--- src/rtl/cdr_pkg.sv ---
// Package: shared constants and the ratio legality rule for the divider.
// Assumes: the two register words are indexed 0 (control) and 1 (ratio).
package cdr_pkg;
    localparam int NUM_REGS  = 2;
    localparam int CTRL_IDX  = 0;
    localparam int RATIO_IDX = 1;

    // Only a small set of integer ratios is supported by the output stage.
    function automatic logic ratio_is_legal(input logic [31:0] r);
        return (r == 32'd4) || (r == 32'd5) || (r == 32'd6) || (r == 32'd8);
    endfunction
endpackage

--- src/rtl/cdr_regs.sv ---
// Module: register file holding the control word and the ratio word.
// Assumes: single-cycle synchronous writes; reads are combinational on the
// address; unmapped addresses read zero and ignore writes.
module cdr_regs #(
    parameter int ADDR_W = 2,
    parameter int DATA_W = 32,
    parameter logic [DATA_W-1:0] CTRL_RST  = '0,
    parameter logic [DATA_W-1:0] RATIO_RST = '0
) (
    input  logic              clk,
    input  logic              rst_n,
    input  logic [ADDR_W-1:0] bus_addr,
    input  logic              bus_we,
    input  logic [DATA_W-1:0] bus_wdata,
    output logic [DATA_W-1:0] bus_rdata,
    output logic [DATA_W-1:0] ctrl_q,
    output logic [DATA_W-1:0] ratio_q
);
    localparam int NREG = cdr_pkg::NUM_REGS;
    localparam logic [DATA_W-1:0] RST_TAB [NREG] = '{CTRL_RST, RATIO_RST};

    logic [DATA_W-1:0] regs_q [NREG];

    // Store a written word into the addressed register.
    always_ff @(posedge clk) begin
        if (!rst_n) begin
            for (int i = 0; i < NREG; i++) regs_q[i] <= RST_TAB[i];
        end else if (bus_we) begin
            for (int i = 0; i < NREG; i++)
                if (bus_addr == ADDR_W'(i)) regs_q[i] <= bus_wdata;
        end
    end

    // Return the addressed word, or zero for an unmapped address.
    always_comb begin
        bus_rdata = '0;
        for (int i = 0; i < NREG; i++)
            if (bus_addr == ADDR_W'(i)) bus_rdata = regs_q[i];
    end

    assign ctrl_q  = regs_q[cdr_pkg::CTRL_IDX];
    assign ratio_q = regs_q[cdr_pkg::RATIO_IDX];
endmodule

--- src/rtl/cdr_reload.sv ---
// Module: reload handshake. It detects the start of "force AND trigger" and
// latches a legal staged ratio as pending until the divider consumes it.
// Assumes: the control word is in the same clock domain; take marks the last
// cycle of an output period.
module cdr_reload #(
    parameter int DATA_W    = 32,
    parameter int RATIO_W   = 6,
    parameter int RATIO_LSB = 8,
    parameter int FORCE_BIT = 1,
    parameter int TRIG_BIT  = 8,
    parameter int RATIO_RST = 4
) (
    input  logic               clk,
    input  logic               rst_n,
    input  logic [DATA_W-1:0]  ctrl_q,
    input  logic [DATA_W-1:0]  ratio_q,
    input  logic               take,
    output logic               pend_valid,
    output logic [RATIO_W-1:0] pend_ratio
);
    logic               armed;
    logic               armed_d;
    logic               req;
    logic [RATIO_W-1:0] staged;
    logic               staged_ok;

    assign armed     = ctrl_q[FORCE_BIT] & ctrl_q[TRIG_BIT];
    assign req       = armed & ~armed_d;
    assign staged    = ratio_q[RATIO_LSB +: RATIO_W];
    assign staged_ok = cdr_pkg::ratio_is_legal(32'(staged));

    // Remember the armed state so that only its start raises a request.
    always_ff @(posedge clk) begin
        if (!rst_n) armed_d <= 1'b0;
        else        armed_d <= armed;
    end

    // Hold a legal request as pending; clear it when the divider takes it.
    always_ff @(posedge clk) begin
        if (!rst_n) begin
            pend_valid <= 1'b0;
            pend_ratio <= RATIO_W'(RATIO_RST);
        end else if (req && staged_ok) begin
            pend_valid <= 1'b1;
            pend_ratio <= staged;
        end else if (take) begin
            pend_valid <= 1'b0;
        end
    end
endmodule

--- src/rtl/cdr_core.sv ---
// Module: integer divider with a registered output. It adopts a pending
// ratio and the gate request only at a period boundary.
// Assumes: the active ratio is always >= 2; the counter keeps running while
// the output is gated.
module cdr_core #(
    parameter int RATIO_W   = 6,
    parameter int RATIO_RST = 4
) (
    input  logic               clk,
    input  logic               rst_n,
    input  logic               gate_en,
    input  logic               pend_valid,
    input  logic [RATIO_W-1:0] pend_ratio,
    output logic               take,
    output logic [RATIO_W-1:0] act_ratio,
    output logic [RATIO_W-1:0] cnt,
    output logic               run,
    output logic               clk_out
);
    logic [RATIO_W-1:0] cnt_n;
    logic [RATIO_W-1:0] ratio_n;
    logic               run_n;
    logic               last;

    // Work out the next counter, ratio and gate values at the period boundary.
    always_comb begin
        last    = (cnt == act_ratio - RATIO_W'(1));
        cnt_n   = last ? '0 : cnt + RATIO_W'(1);
        ratio_n = (last && pend_valid) ? pend_ratio : act_ratio;
        run_n   = last ? gate_en : run;
    end

    assign take = last;

    // Advance the period state and register the output level.
    always_ff @(posedge clk) begin
        if (!rst_n) begin
            cnt       <= RATIO_W'(RATIO_RST - 1);
            act_ratio <= RATIO_W'(RATIO_RST);
            run       <= 1'b1;
            clk_out   <= 1'b0;
        end else begin
            cnt       <= cnt_n;
            act_ratio <= ratio_n;
            run       <= run_n;
            clk_out   <= run_n && (cnt_n < (ratio_n >> 1));
        end
    end
endmodule

--- src/rtl/reload_clk_divider.sv ---
// Module: top of the reloadable divider. Connects the register file, the
// reload handshake and the divider core.
// Assumes: the bus and the divider share the parent clock; reset is
// synchronous and active low.
module reload_clk_divider #(
    parameter int ADDR_W    = 2,
    parameter int DATA_W    = 32,
    parameter int RATIO_W   = 6,
    parameter int RATIO_LSB = 8,
    parameter int FORCE_BIT = 1,
    parameter int TRIG_BIT  = 8,
    parameter int EN_SHIFT  = 24,
    parameter int RATIO_RST = 4
) (
    input  logic              clk,
    input  logic              rst_n,
    input  logic [ADDR_W-1:0] bus_addr,
    input  logic              bus_we,
    input  logic [DATA_W-1:0] bus_wdata,
    output logic [DATA_W-1:0] bus_rdata,
    output logic              clk_out
);
    localparam int EN_BIT = FORCE_BIT + EN_SHIFT;
    localparam logic [DATA_W-1:0] CTRL_RST_W  = DATA_W'(1) << EN_BIT;
    localparam logic [DATA_W-1:0] RATIO_RST_W = DATA_W'(RATIO_RST) << RATIO_LSB;

    logic [DATA_W-1:0]  ctrl_q;
    logic [DATA_W-1:0]  ratio_q;
    logic               pend_valid;
    logic [RATIO_W-1:0] pend_ratio;
    logic               take;
    logic [RATIO_W-1:0] act_ratio;
    logic [RATIO_W-1:0] cnt;
    logic               run;

    cdr_regs #(
        .ADDR_W(ADDR_W), .DATA_W(DATA_W),
        .CTRL_RST(CTRL_RST_W), .RATIO_RST(RATIO_RST_W)
    ) u_regs (
        .clk(clk), .rst_n(rst_n), .bus_addr(bus_addr), .bus_we(bus_we),
        .bus_wdata(bus_wdata), .bus_rdata(bus_rdata),
        .ctrl_q(ctrl_q), .ratio_q(ratio_q)
    );

    cdr_reload #(
        .DATA_W(DATA_W), .RATIO_W(RATIO_W), .RATIO_LSB(RATIO_LSB),
        .FORCE_BIT(FORCE_BIT), .TRIG_BIT(TRIG_BIT), .RATIO_RST(RATIO_RST)
    ) u_reload (
        .clk(clk), .rst_n(rst_n), .ctrl_q(ctrl_q), .ratio_q(ratio_q),
        .take(take), .pend_valid(pend_valid), .pend_ratio(pend_ratio)
    );

    cdr_core #(
        .RATIO_W(RATIO_W), .RATIO_RST(RATIO_RST)
    ) u_core (
        .clk(clk), .rst_n(rst_n), .gate_en(ctrl_q[EN_BIT]),
        .pend_valid(pend_valid), .pend_ratio(pend_ratio), .take(take),
        .act_ratio(act_ratio), .cnt(cnt), .run(run), .clk_out(clk_out)
    );
endmodule

--- config.mk ---
export PLATFORM = sky130hd
export DESIGN_NAME = reload_clk_divider
export DESIGN_NICKNAME = d
export VERILOG_FILES = /design/src/rtl/cdr_pkg.sv /design/src/rtl/cdr_regs.sv /design/src/rtl/cdr_reload.sv /design/src/rtl/cdr_core.sv /design/src/rtl/reload_clk_divider.sv
export SDC_FILE = /design/constraint.sdc
export NUM_CORES = 1
export LEC_CHECK = 0
export ABC_AREA = 1
export BUFFER_PORTS_ARGS = -buffer_cell sky130_fd_sc_hd__buf_2
export CAP_MARGIN = 20
export CORE_MARGIN = 3
export CORE_UTILIZATION = 35
export DETAILED_ROUTE_END_ITERATION = 7
export MAX_ROUTING_LAYER = met4
export PLACE_DENSITY_LB_ADDON = 0.25
export RECOVER_POWER = 50
export SLEW_MARGIN = 20
export SYNTH_ARGS = -nofsm -noshare
export SYNTH_HDL_FRONTEND = slang
export SYNTH_SLANG_ARGS = --single-unit
--- constraint.sdc ---
create_clock -name clk -period 10.8 [get_ports clk]
set_input_delay 1.08 -clock clk [delete_from_list [all_inputs] [get_ports clk]]
set_output_delay 1.08 -clock clk [all_outputs]
set_load 0.02 [all_outputs]
==> reports/results.ini <==
[layout]
post-route-util_pct=43.13
diodes=0
area_growth_pct=16.78
finalNonFillerCells=629
nets=531
final_common_cell=inv_1
seqCellArea_um2=2362
drive_gt1_share_pct=18.86
fill_cells=1044
layout_common_cells=inv_1, buf_2, edfxtp_1, nor2_1, nand2_1
multiInputGateArea_um2=1101

[critical_path]
slowest_stage=o21ai_0
startpoint_type=input pin
cp.required_ns=10.77
critPathCaptureType=flip-flop
crit_top_cell=clkbuf_1
crit_type=input pin to flip-flop
crit_fanout=33
crit_chain=clkbuf_1 -> or2_0 -> o21ai_0 -> clkbuf_1
worstPathArrival_ns=5.30
cpPeakStageDelay_ns=1.71

[power]
power_density_nw_per_um2=164.0
ir_drop_uv=80.79
p_leak_nw=2.129

[timing]
worstMarginPinSlew_ns=1.863
maxSlewViolCount=60
max_freq_mhz=187.6
layout_min_cycle_time_ns=5.331
setup_violations=0
hold_ws_ns=0.4535
min_period_over_period_pct=49.36
relSlewSlack_pct=-25.51
fin_skew_ns=0.009763
rsz0062_at_grt=false
hold_viol=0
fin_tns_setup_ns=0

[floorplan]
die_x_um=111.8
core_um2=10600
die_area_um2=12490
row_count=37
top_level_ports=70
floorplan.initialDensity_pct=36.93
die_h_um=111.8

[global_routing]
grt_max_degree=34
grt_overflow_total=0
antenna_found_initial=0
grt_first_pass_wirelength_um=13900
grtUsageTotal_pct=14.01
grt_pass1_vias=2969

[detailed_routing]
routedWlPerCell_um=13.08
drcViolationCount=0
via_per_inst=4.609
drt-initial-drc-count=148
wl_um=8225
num_vias=2899
first_pass_iters=6
antenna_left=0

[synthesis]
ys_warn_count=0
seq_area_frac_synth_pct=60.34
synth_top_area_cell=edfxtp_1
netlist.area_leader.share_pct=49.09
ys_types=31
synthCells=420
syn_area_um2=3915
synth.area.top_cells=edfxtp_1, dfxtp_1, inv_1
syn-num-nets=463
ys_seq_elements=86
synth_area_per_cell_um2=9.321

[clock_network]
postCtsHoldBufs=0
cts_buffers=9
clk_pin_slew_ns=0.08
clk_path_buf_depth=2
cts_tree=done
numClockSinks=86
htreeDepth=3
cts_root_buf=clkbuf_8
cts_setup_buffers=0
insertion_delay_ns=0.35
cts.repair.resized=0

[place]
dp_hpwl_um=5549
port_buffers=69
dp.cells=611
gp_congestion=0.8031

[status]
status=finished, violations left
violations=capacitance limit, slew limit

[flow_run]
max-cap-violations=3

[worst_hold_path]
hold_path.class=flip-flop to flip-flop

## cells by family (layout without fill, tap and decap cells)
kind of cell | count (synthesis) | in the layout | synth area share [%]
AO/OA/AOI/OAI | 52 | 52 | 7.383
XOR/XNOR | 4 | 4 | 0.8950
adder cells (fa/ha/maj) | 6 | 6 | 1.917
buffers and inverters | 110 | 183 | 10.77
flip-flops | 86 | 86 | 60.34
AND/OR/NAND/NOR | 162 | 162 | 18.70
## cell usage after synthesis
master    count
o211ai_1      2
dfxtp_1      22
o22ai_1       4
buf_4         1
a21oi_2       2
and3_1        1
nor2_4        2
inv_2         2
nor4_1        3
nand2_2       1
edfxtp_1     64
or2_2         1
o21ai_0      35
nand2_4       1
buf_1         1
clkinv_4      1
nand2_1      50
clkbuf_1     13
nand4_1       3
nor2_2        2
ha_1          6
a21oi_1       6
nand3_1      38
nor3_1        6
o21ai_2       3
nor2_1       51
xor2_1        3
inv_1        92
xnor2_1       1
nor3_2        2
nand3_2       1
## state kept, by name (all words and copies together) (netlist names)
signal	count
u_core.act_ratio	6
u_core.clk_out	1
u_core.cnt	6
u_core.run	1
u_regs.regs_q	64
u_reload.armed_d	1
u_reload.pend_ratio	6
u_reload.pend_valid	1
## report_power, final
| part | leakage [nW] | switching, mW | total (mW) | internal (mW) |
|---|---|---|---|---|
| sequential | 0.809 | 0.0104 | 0.392 | 0.381 |
| combinational | 1.22 | 0.0724 | 0.108 | 0.0356 |
| clock | 0.104 | 0.118 | 0.250 | 0.132 |
## cell type report
| cell class | count | share of cell area (%) |
|---|---|---|
| multi-input combinational | 224 | 24.08 |
| inverter | 95 | 7.909 |
| timing repair buffer | 72 | 7.800 |
| tap | 136 | 3.722 |
| clock buffer | 10 | 2.791 |
| sequential | 86 | 51.67 |
| clock inverter | 6 | 2.025 |
## through the flow
step | power (mW) | worst slack, ns | area [um2]
6_report | 0.7500 | 5.469 | 4572
5_1_grt | 0.7856 | 4.887 | 4572
4_1_cts | 0.7631 | 7.079 | 4621
3_5_place_dp | 0.5139 | 7.078 | 4400
3_3_place_gp | 0.5119 | 7.127 | 4400
2_1_floorplan | 0.4760 | 6.481 | 3915
## per-layer routing
layer / up-vias / wire length, um / global-route usage (%)
li1: 1488 / - / -
met3: 10 / 374 / 2.446
met1: 1336 / 3717 / 16.84
met4: 0 / 113 / 5.515
met2: 65 / 4020 / 23.42
met5: - / 0 / -
## path summary, 6_finish.rpt
kind / startpoint / slack (ns) / depth (start not counted) / endpoint
worst min register to register: u_reload.pend_ratio[4]$_SDFFE_PN0P_ / 0.45 / 2 / u_reload.pend_ratio[4]$_SDFFE_PN0P_
worst max register to register: u_core.act_ratio[0]$_SDFFE_PN0N_ / 7.87 / 16 / u_core.clk_out$_SDFF_PN0_
worst max-delay path: bus_addr[0] / 5.47 / 4 / u_regs.regs_q[0][14]$_DFFE_PP_
worst min-delay path: u_reload.pend_ratio[4]$_SDFFE_PN0P_ / 0.45 / 2 / u_reload.pend_ratio[4]$_SDFFE_PN0P_
## critical path: cells and delay by family
kind            cells  cell delay, ns
buf+inv             2            1.47
compound gates      1            1.71
simple gates        1            1.01
No activity file was read; power rests on OpenSTA's default activity.
